`src/rtl/csd_pkg.sv`:
```
// Package: shared digit codes and sequencer states for the serial
// non-adjacent-form adder. Assumes the 2-bit digit code {nonzero, sign}.
package csd_pkg;

    typedef logic [1:0] sd_code_t;

    localparam sd_code_t SD_ZERO = 2'b00;
    localparam sd_code_t SD_POS  = 2'b10;
    localparam sd_code_t SD_NEG  = 2'b11;
    localparam sd_code_t SD_BAD  = 2'b01;

    typedef enum logic [1:0] {
        SEQ_IDLE  = 2'd0,
        SEQ_LOAD  = 2'd1,
        SEQ_FLUSH = 2'd2
    } seq_state_e;

endpackage

```
`src/rtl/csd_digit_decode.sv`:
```
// Module: turns one input digit code into a signed value in {-1,0,+1}.
// In binary mode the bit on code[1] is taken with weight +1, or -1 at the
// top position; code[0] is then ignored. In signed-digit mode the code 01
// is flagged as illegal and taken as zero. Assumes use_digit is low on
// cycles where no digit is consumed, which forces the value to zero.
module csd_digit_decode
    import csd_pkg::*;
(
    input  logic              use_digit,
    input  logic              binary_mode,
    input  logic              top_weight,
    input  logic [1:0]        code,
    output logic signed [1:0] value,
    output logic              illegal
);

    // Decode the digit according to the active mode.
    always_comb begin
        value   = 2'sb00;
        illegal = 1'b0;
        if (use_digit) begin
            if (binary_mode) begin
                if (code[1]) begin
                    value = top_weight ? 2'sb11 : 2'sb01;
                end
            end else begin
                unique case (code)
                    SD_POS:  value = 2'sb01;
                    SD_NEG:  value = 2'sb11;
                    SD_BAD:  illegal = 1'b1;
                    default: value = 2'sb00;
                endcase
            end
        end
    end

endmodule

```
`src/rtl/csd_seq_ctrl.sv`:
```
// Module: word sequencer. It accepts a start with the first digit while
// idle, counts WORD_DIGITS accepted digits, then runs three positions on
// its own so the recoder can emit all WORD_DIGITS+2 sum digits.
// Assumes start is only meaningful together with in_valid.
module csd_seq_ctrl
    import csd_pkg::*;
#(
    parameter int WORD_DIGITS = 16
) (
    input  logic clk,
    input  logic rst_n,
    input  logic start,
    input  logic in_valid,
    input  logic tc_mode,
    output logic adv,
    output logic first,
    output logic feeding,
    output logic msb_now,
    output logic tc_eff
);

    localparam int POS_W = $clog2(WORD_DIGITS + 3);
    localparam logic [POS_W-1:0] POS_MSB = POS_W'(WORD_DIGITS - 1);
    localparam logic [POS_W-1:0] POS_END = POS_W'(WORD_DIGITS + 2);
    localparam logic [POS_W-1:0] POS_ONE = POS_W'(1);

    seq_state_e       state_q;
    logic [POS_W-1:0] pos_q;
    logic [POS_W-1:0] cur_pos;
    logic             mode_q;
    logic             accept;

    // Decide whether this cycle moves the datapath by one position.
    always_comb begin
        accept  = (state_q == SEQ_IDLE) && start && in_valid;
        feeding = accept || ((state_q == SEQ_LOAD) && in_valid);
        adv     = feeding || (state_q == SEQ_FLUSH);
        first   = accept;
        cur_pos = accept ? '0 : pos_q;
        msb_now = feeding && (cur_pos == POS_MSB);
        tc_eff  = accept ? tc_mode : mode_q;
    end

    // Step the state, the position count and the sampled mode.
    always_ff @(posedge clk) begin
        if (!rst_n) begin
            state_q <= SEQ_IDLE;
            pos_q   <= '0;
            mode_q  <= 1'b0;
        end else begin
            unique case (state_q)
                SEQ_IDLE: begin
                    if (accept) begin
                        state_q <= (WORD_DIGITS == 1) ? SEQ_FLUSH : SEQ_LOAD;
                    end
                end
                SEQ_LOAD: begin
                    if (in_valid && (pos_q == POS_MSB)) begin
                        state_q <= SEQ_FLUSH;
                    end
                end
                SEQ_FLUSH: begin
                    if (pos_q == POS_END) begin
                        state_q <= SEQ_IDLE;
                    end
                end
                default: state_q <= SEQ_IDLE;
            endcase
            if (adv) begin
                pos_q <= ((state_q == SEQ_FLUSH) && (pos_q == POS_END)) ? '0 : cur_pos + POS_ONE;
            end
            if (accept) begin
                mode_q <= tc_mode;
            end
        end
    end

    // the position count never leaves the span of one word.
    p_pos_in_range_r2: assert property (@(posedge clk) disable iff (!rst_n)
        pos_q <= POS_END);

endmodule

```
`src/rtl/csd_sum_stage.sv`:
```
// Module: serial binary sum stage. It adds two signed digits and a signed
// carry in {-2..1} and produces one two's-complement sum bit per position.
// The bit of the current position is given both combinationally (for the
// recoder's lookahead) and registered. Assumes the inputs are zero during
// the closing positions, so the carry settles to the sign of the sum.
module csd_sum_stage (
    input  logic              clk,
    input  logic              rst_n,
    input  logic              adv,
    input  logic              first,
    input  logic              last_pos,
    input  logic signed [1:0] a_val,
    input  logic signed [1:0] b_val,
    output logic              bit_now,
    output logic              bit_q
);

    logic signed [1:0] carry_q;
    logic signed [1:0] carry_in;
    logic signed [1:0] carry_next;
    logic signed [2:0] total;

    // Form the position total and split it into sum bit and next carry.
    always_comb begin
        carry_in   = first ? 2'sb00 : carry_q;
        total      = {a_val[1], a_val} + {b_val[1], b_val} + {carry_in[1], carry_in};
        bit_now    = total[0];
        carry_next = total[2:1];
    end

    // Hold the carry and the last sum bit between positions.
    always_ff @(posedge clk) begin
        if (!rst_n) begin
            carry_q <= 2'sb00;
            bit_q   <= 1'b0;
        end else if (adv) begin
            carry_q <= carry_next;
            bit_q   <= bit_now;
        end
    end

    // at the final position the carry is a pure sign extension of the sum.
    p_final_carry_r3: assert property (@(posedge clk) disable iff (!rst_n)
        (adv && last_pos) |-> (carry_next == (bit_now ? 2'sb11 : 2'sb00)));

endmodule

```
`src/rtl/csd_recode_stage.sv`:
```
// Module: serial binary to non-adjacent-form recoder. For each position it
// takes the previous sum bit, a recoding carry and the next sum bit
// (one-bit lookahead) and emits one signed digit into an output register.
// Assumes the first position of a word only primes the pipeline.
module csd_recode_stage
    import csd_pkg::*;
(
    input  logic     clk,
    input  logic     rst_n,
    input  logic     adv,
    input  logic     first,
    input  logic     bit_prev,
    input  logic     bit_next,
    output sd_code_t out_code,
    output logic     out_valid
);

    logic     rc_q;
    logic     rc_in;
    logic     rc_next;
    logic     emit;
    logic     last_nz_q;
    logic [1:0] level;
    sd_code_t digit;

    // Choose the output digit and the next recoding carry.
    always_comb begin
        emit  = adv && !first;
        rc_in = first ? 1'b0 : rc_q;
        level = {1'b0, bit_prev} + {1'b0, rc_in};
        digit   = SD_ZERO;
        rc_next = 1'b0;
        unique case (level)
            2'd1: begin
                digit   = bit_next ? SD_NEG : SD_POS;
                rc_next = bit_next;
            end
            2'd2: rc_next = 1'b1;
            default: rc_next = 1'b0;
        endcase
    end

    // Register the digit, its valid flag and the recoding carry.
    always_ff @(posedge clk) begin
        if (!rst_n) begin
            rc_q      <= 1'b0;
            out_code  <= SD_ZERO;
            out_valid <= 1'b0;
        end else begin
            out_valid <= emit;
            out_code  <= emit ? digit : SD_ZERO;
            if (adv) begin
                rc_q <= first ? 1'b0 : rc_next;
            end
        end
    end

    // Remember whether the last emitted digit of this word was nonzero.
    always_ff @(posedge clk) begin
        if (!rst_n) begin
            last_nz_q <= 1'b0;
        end else if (adv && first) begin
            last_nz_q <= 1'b0;
        end else if (out_valid) begin
            last_nz_q <= out_code[1];
        end
    end

    // the illegal code never leaves the recoder.
    p_out_code_legal_r1: assert property (@(posedge clk) disable iff (!rst_n)
        out_code != SD_BAD);

    // no two consecutive emitted digits are both nonzero.
    p_no_adjacent_nz_r4: assert property (@(posedge clk) disable iff (!rst_n)
        (out_valid && last_nz_q) |-> !out_code[1]);

endmodule

```
`src/rtl/csd_serial_adder.sv`:
```
// Module: top of the bit-serial non-adjacent-form adder. Digits enter least
// significant first; the sum leaves in canonic form two cycles later.
// Operand B may be two's complement (mode sampled at start). Illegal codes
// are taken as zero and raise a sticky error flag for the word.
// Assumes operands in signed-digit mode are already canonic.
module csd_serial_adder
    import csd_pkg::*;
#(
    parameter int WORD_DIGITS = 16
) (
    input  logic       clk,
    input  logic       rst_n,
    input  logic       start,
    input  logic       in_valid,
    input  logic       tc_mode,
    input  logic [1:0] a_digit,
    input  logic [1:0] b_digit,
    output logic [1:0] out_digit,
    output logic       out_valid,
    output logic       err
);

    localparam int OPERANDS = 2;

    logic adv;
    logic first;
    logic feeding;
    logic msb_now;
    logic tc_eff;
    logic bit_now;
    logic bit_q;
    logic illegal_any;
    logic err_q;
    logic [WORD_DIGITS+2:0] end_mark;

    logic [1:0]        codes   [OPERANDS];
    logic signed [1:0] vals    [OPERANDS];
    logic [OPERANDS-1:0] illegal;

    assign codes[0] = a_digit;
    assign codes[1] = b_digit;

    csd_seq_ctrl #(
        .WORD_DIGITS(WORD_DIGITS)
    ) i_seq (
        .clk     (clk),
        .rst_n   (rst_n),
        .start   (start),
        .in_valid(in_valid),
        .tc_mode (tc_mode),
        .adv     (adv),
        .first   (first),
        .feeding (feeding),
        .msb_now (msb_now),
        .tc_eff  (tc_eff)
    );

    // One decoder per operand; only operand B may be switched to binary.
    for (genvar k = 0; k < OPERANDS; k++) begin : g_dec
        csd_digit_decode i_dec (
            .use_digit  (feeding),
            .binary_mode((k == OPERANDS - 1) && tc_eff),
            .top_weight (msb_now),
            .code       (codes[k]),
            .value      (vals[k]),
            .illegal    (illegal[k])
        );
    end

    // Shift a marker along the positions of a word to find the final one.
    always_ff @(posedge clk) begin
        if (!rst_n) begin
            end_mark <= '0;
        end else if (adv) begin
            end_mark <= first ? {{(WORD_DIGITS+2){1'b0}}, 1'b1} : {end_mark[WORD_DIGITS+1:0], 1'b0};
        end
    end

    csd_sum_stage i_sum (
        .clk     (clk),
        .rst_n   (rst_n),
        .adv     (adv),
        .first   (first),
        .last_pos(end_mark[WORD_DIGITS+1]),
        .a_val   (vals[0]),
        .b_val   (vals[1]),
        .bit_now (bit_now),
        .bit_q   (bit_q)
    );

    csd_recode_stage i_rec (
        .clk      (clk),
        .rst_n    (rst_n),
        .adv      (adv),
        .first    (first),
        .bit_prev (bit_q),
        .bit_next (bit_now),
        .out_code (out_digit),
        .out_valid(out_valid)
    );

    // Flag any illegal accepted code; a new word starts a fresh flag.
    always_comb illegal_any = |illegal;

    always_ff @(posedge clk) begin
        if (!rst_n) begin
            err_q <= 1'b0;
        end else if (first) begin
            err_q <= illegal_any;
        end else if (illegal_any) begin
            err_q <= 1'b1;
        end
    end

    assign err = err_q;

    // the error flag holds until the next accepted start.
    p_err_sticky_r7: assert property (@(posedge clk) disable iff (!rst_n)
        (err_q && !first) |=> err_q);

    // a sum digit only follows a cycle in which the word advanced.
    p_out_paced_r2: assert property (@(posedge clk) disable iff (!rst_n)
        out_valid |-> $past(adv));

    // no sum digit is shown while out_valid is low.
    p_idle_zero_r1: assert property (@(posedge clk) disable iff (!rst_n)
        !out_valid |-> (out_digit == SD_ZERO));

endmodule

```
`config.mk`:
```
export PLATFORM = sky130hd
export DESIGN_NAME = csd_serial_adder
export DESIGN_NICKNAME = d
export VERILOG_FILES = /design/src/rtl/csd_pkg.sv /design/src/rtl/csd_digit_decode.sv /design/src/rtl/csd_seq_ctrl.sv /design/src/rtl/csd_sum_stage.sv /design/src/rtl/csd_recode_stage.sv /design/src/rtl/csd_serial_adder.sv
export SDC_FILE = /design/constraint.sdc
export NUM_CORES = 1
export LEC_CHECK = 0
export CORE_AREA = 2 2 50 52
export CTS_BUF_LIST = sky130_fd_sc_hd__clkbuf_8
export DETAILED_ROUTE_END_ITERATION = 8
export DIE_AREA = 0 0 52 54
export GPL_TIMING_DRIVEN = 0
export PLACE_DENSITY = 0.65
export SLEW_MARGIN = 20
export SYNTH_ARGS = -nofsm -noshare
export SYNTH_HDL_FRONTEND = slang
export SYNTH_SLANG_ARGS = --single-unit
```
`constraint.sdc`:
```
create_clock -name clk -period 3.7 [get_ports clk]
set_input_delay 0.74 -clock clk [delete_from_list [all_inputs] [get_ports clk]]
set_output_delay 0.74 -clock clk [all_outputs]
set_load 0.03 [all_outputs]
```
Word level (Yosys, flattened, before mapping)
Cells that the tools add are included.
Word-level totals
  bits in latches: 0
  register bits: 16
  output and inout bits: 4
  input port bits: 9
  word-level logic and storage cells: 70
  memory bits (writable): 0
  memory bits (read-only): 0
  memories kept: 0
Operators by class
  reductions and logical operators: 15
  equal/unequal tests: 16
  add/subtract/negate cells: 4
  $lt $le $gt $ge: 0
  divide/modulo/power cells: 0
  shift operators: 0
  mux-type cells: 26
  $mul: 0
  bitwise gates (word level): 0
Operators by type and width (count)
  $mux W2: 9
  $eq A2 B2 Y1 const B: 6
  $mux W1: 11
  $eq A5 B4 Y1 const B: 2
  $mux W5: 2
  $eq A2 B1 Y1 const B: 4
  $pmux W2 S2: 2
  $logic_and A1 B1 Y1: 7
  $pmux W2 S3: 1
  $reduce_and A3 Y1: 2
  $add A5 B1 Y5 const B: 1
  $eq A5 B5 Y1 const B: 1
  $ne A2 B1 Y1 const B: 2
  $add A2 B2 Y3: 1
  $add A3 B3 Y3: 1
  $add A1 B1 Y2: 1
  $logic_not A2 Y1: 1
  $logic_or A1 B1 Y1: 2
  $ne A2 B2 Y1 const B: 1
  $pmux W1 S2: 1
  $reduce_bool A2 Y1: 1
  $reduce_or A2 Y1: 1
  $logic_not A1 Y1: 1

Logic depth before layout (Yosys ltp)
  depth after elaboration: 14
  depth in mapped cells: 16
  depth with buffers taken out: 14

By module
A second synthesis with hierarchy kept.
Second synthesis, totals
  cell total of the unflattened synthesis: 175
  area total of the unflattened synthesis: 1696.6 µm²
Modules (own cells, without submodules)
  csd_serial_adder: seq. area each 380.4 µm², instances 1, area an instance 744.5 µm², cells an instance 78
  csd_seq_ctrl: seq. area each 160.2 µm², instances 1, area an instance 500.5 µm², cells an instance 51
  csd_sum_stage: seq. area each 60.1 µm², instances 1, area an instance 203.9 µm², cells an instance 20
  csd_recode_stage: seq. area each 80.1 µm², instances 1, area an instance 180.2 µm², cells an instance 16
  csd_digit_decode: seq. area each 0.0 µm², instances 2, area an instance 33.8 µm², cells an instance 5

Worst setup path after synthesis
OpenSTA, ideal clock, no wires.
  path kind: input to register
  start: in start
  end: reg i_sum.carry_q[1]
  library setup time: 0.065 ns
  data required time: 3.635 ns
  arrival time: 3.196 ns
  stages: 15
  path slack: 0.438 ns
  buffers on the path: 1
  path through: nand4bb_4 -> buf_2 -> and2_1 -> ha_1 -> and4_1 -> ha_1 -> mux2_1 -> nand3_1 -> fa_1 -> inv_1 -> ha_1 -> xnor2_1 -> xnor2_1 -> mux2i_1 -> nor2b_1
Between the ends
  cells in the longest elaborated chain, start to end: 11
  elaborated cells between the ends (all ways): 16
  those cells by class: 2 x add/sub; 1 x eq/ne; 8 x mux; 5 x reduce/logical
RTL lines
  start: declaration: RTL line csd_serial_adder.sv:13  | input logic start,
  $logic_and A1 B1 Y1 * (2 in a row): RTL line csd_seq_ctrl.sv:35  | accept = (state_q == SEQ_IDLE) && start && in_valid;
  $mux W5: RTL line csd_seq_ctrl.sv:39  | cur_pos = accept ? '0 : pos_q;
  $eq A5 B4 Y1: RTL line csd_seq_ctrl.sv:40  | msb_now = feeding && (cur_pos == POS_MSB);
  $logic_and A1 B1 Y1: RTL line csd_seq_ctrl.sv:40
  $mux W2: RTL line csd_digit_decode.sv:24  | value = top_weight ? 2'sb11 : 2'sb01;
  $mux W2: RTL line csd_digit_decode.sv:23  | if (code[1]) begin
  $mux W2: RTL line csd_digit_decode.sv:22  | if (binary_mode) begin
  $mux W2: RTL line csd_digit_decode.sv:21  | if (use_digit) begin
  $add A2 B2 Y3: RTL line csd_sum_stage.sv:26  | total = {a_val[1], a_val} + {b_val[1], b_val} + {carry_in[1], carry_in};
  $add A3 B3 Y3: RTL line csd_sum_stage.sv:26
  end signal: assignment: RTL line csd_sum_stage.sv:37  | carry_q <= carry_next;
  end: declaration: RTL line csd_sum_stage.sv:18  | logic signed [1:0] carry_q;
Mark *: on every way between the ends. The rest lies on a longest branch, timed or not.
A chain may end at the register's enable or synchronous reset.

Final worst setup path
Same ends and word-level chain as after synthesis.

==> qor.yml <==
drv_cap: 0
synthTopCellsByArea: "dfxtp_1 (33%), ha_1 (6.4%), nand2_1 (4.2%)"
synth_seq_cells: 16
relSlewSlack: 0.6801
ir_drop_uv: 272.5
clk_latency_ps: 250
grt_pass1_wl_mm: 3.015
wl_mm: 1.845
grt.overflow.total: 0
grt_max_degree: 11
syn-instance-count: 105
clock_path_buffers: 2
yosysSeqAreaShare: 0.3278
synth.net_count: 121
gr-usage-met1: 0.1661
use_met3: 0.05000
drtIter0Drc: 6
p_total_mw: 0.3962
whs_path_depth: 2
grt_usage: 0.1529
worstSetupEndpointType: "flop"
finish.instance_area_sq_mm: 0.001185
outcome: "finished clean"
critPathArrivalTime_ps: 3680
syn-cell-area_sq_um: 977.2
area_growth_pct: 21.26
busiest_layer: "met2"
power.leakage_nw: 0.4580
globalplace.congestion: 0.7972
hold_path.class: "reg2reg"
num_vias: 780
setup_viol: 0
hold_ws_ps: 526.5
postCtsSetupRepairBufs: 0
vias_per_cell: 5.166
clk_pin_slew_worst_paths_ps: 60
start_kind: "input pin"
reg2reg_depth: 16
combinationalPowerShare: 0.150
synth_top_area_cell: "dfxtp_1"
antenna_found_initial: 0
p_sw_mw: 0.09427
synth_cell_type_count: 42
power_density_mw_per_mm2: 334.4
drtPass1Iterations: 4
cts.sink_count: 16
critPathMaxFanout: 10
drc: 0
post-route-period-util: 0.9448
p_int_mw: 0.3020
fin_crit_ps: 3496
yosysTopAreaCellShare: 0.3278
drive_above_1_share: 0.1157
fmax_mhz: 286.1
io_pins: 13
synth_edf_count: 0
crit_required_ps: 3880
postPlaceCellArea_sq_mm: 0.001135
ys.flop_type: "dfxtp_1"
pwr-share-clk: 0.391
finalHoldViolations: 0
maxSlewViolCount: 0
synth_warnings: 0
cts_htree_levels: 1
ant_nets: 0
final_cell_mix: "dfxtp_1 (16), nand2_1 (11), clkdlybuf4s50_1 (10), inv_1 (8), nor2b_1 (6)"
nets: 138
rows: 18
dp_hpwl_mm: 1.428
die_w_um: 52
swShare: 0.2379
grt_pass1_vias: 685
start_util: 0.4213
fin_setup_tns_ps: 0
worst_slew_pin_slew_ps: 474.8
cts.hold.buffers_added: 0
ys_async_sr_fraction: 0
core_sq_mm: 0.002320
final_common_cell: "dfxtp_1"
cts_root_buffer: "clkbuf_8"
die_area_sq_mm: 0.002808
critical_path_class: "in2reg"
post_drt_wl_per_cell_um: 12.22
power_frac_seq: 0.458
avgSynthCellArea_sq_um: 9.307
cts_tree: "done"
n_antenna_cell: 0
fin_skew_ps: 4.805
port_buffers: 12
rsz0062_at_grt: "false"
die_h_um: 54
met2_usage: 0.2658
cts_made_buffers: 3
==> power groups by stage <==
stage                     Sequential (mW)  Combinational, mW  Clock (mW)
after floorplan                     0.186             0.0371           0
after global routing                0.182             0.0653       0.169
after detailed placement            0.185             0.0604           0
final                               0.182             0.0596       0.155
after global placement              0.185             0.0595           0
after CTS                           0.182             0.0599       0.161
==> per-stage QoR <==
stage	instances	setup WS [ps]	utilization
4_1_cts	151	100.1	0.5119
5_1_grt	151	30.65	0.5108
3_3_place_gp	147	-386.5	0.4892
2_1_floorplan	105	438.3	-
3_5_place_dp	147	-420.8	0.4892
6_report	151	204.3	0.5108
==> synth_stat cells (all sizes together) (2+ instances only) <==
cell type   n
dfxtp      16
buf         3
nor2b       6
mux2i       4
and3        2
o21ai       4
nand3b      3
nor3b       2
nand2      11
fa          2
ha          5
xnor2       2
a22oi       2
a21oi       4
and2        5
o21a        2
nand3       4
inv         8
==> layout make-up <==
type | instances | area, sq um
multi-input combinational | 77 | 599.3
inverter | 8 | 30.03
tap | 30 | 37.54
clock buffer | 4 | 55.05
buffer | 4 | 27.53
fill | 209 | 1135
sequential | 16 | 320.3
timing repair buffer | 12 | 115.1
==> worst max-delay path: stages <==
cell	delay (ps)
clkdlybuf4s15_1	260
nand4bb_4	140
buf_2	200
and2_1	170
ha_1	210
and4_1	200
ha_1	190
mux2_1	280
nand3_1	110
fa_1	460
inv_1	80
ha_1	160
xnor2_1	130
xnor2_1	140
mux2i_1	90
nor2b_1	120
==> state kept, by name, indices dropped and copies added (netlist names) <==
name,count
i_rec.rc_q,1
err,1
i_sum.bit_q,1
i_seq.state_q,2
i_rec.out_code,2
i_rec.out_valid,1
i_sum.carry_q,2
i_seq.pos_q,5
i_seq.mode_q,1
==> layer usage <==
metal,vias up,routed length [um]
met5,-,0
met4,0,36
met3,5,75
met2,12,885
met1,364,848
li1,399,-
==> path summary, 6_finish.rpt <==
kind / start / endpoint / slack (ps)
setup reg to reg: i_seq.state_q[0] / i_sum.carry_q[1] / 430
hold reg to reg: i_sum.carry_q[0] / i_sum.carry_q[0] / 530
hold / removal: i_sum.carry_q[0] / i_sum.carry_q[0] / 530
setup / recovery: start / i_sum.carry_q[1] / 200
==> what timing repair did <==
item / CTS / global route
resized for setup: 2 / 3
endpoints found under the setup margin: 1 / 1
cloned: 0 / 0
==> cell families (layout without fill, tap and decap cells) <==
group	Yosys count	after routing	share of synthesized area
flops	16	16	0.3278
simple gates	43	43	0.2791
mux	5	5	0.05634
buf+inv	12	28	0.05889
fa+ha+maj	7	7	0.1050
xor+xnor	3	3	0.02689
compound gates	19	19	0.1460
(Power assumes the default switching activity.)
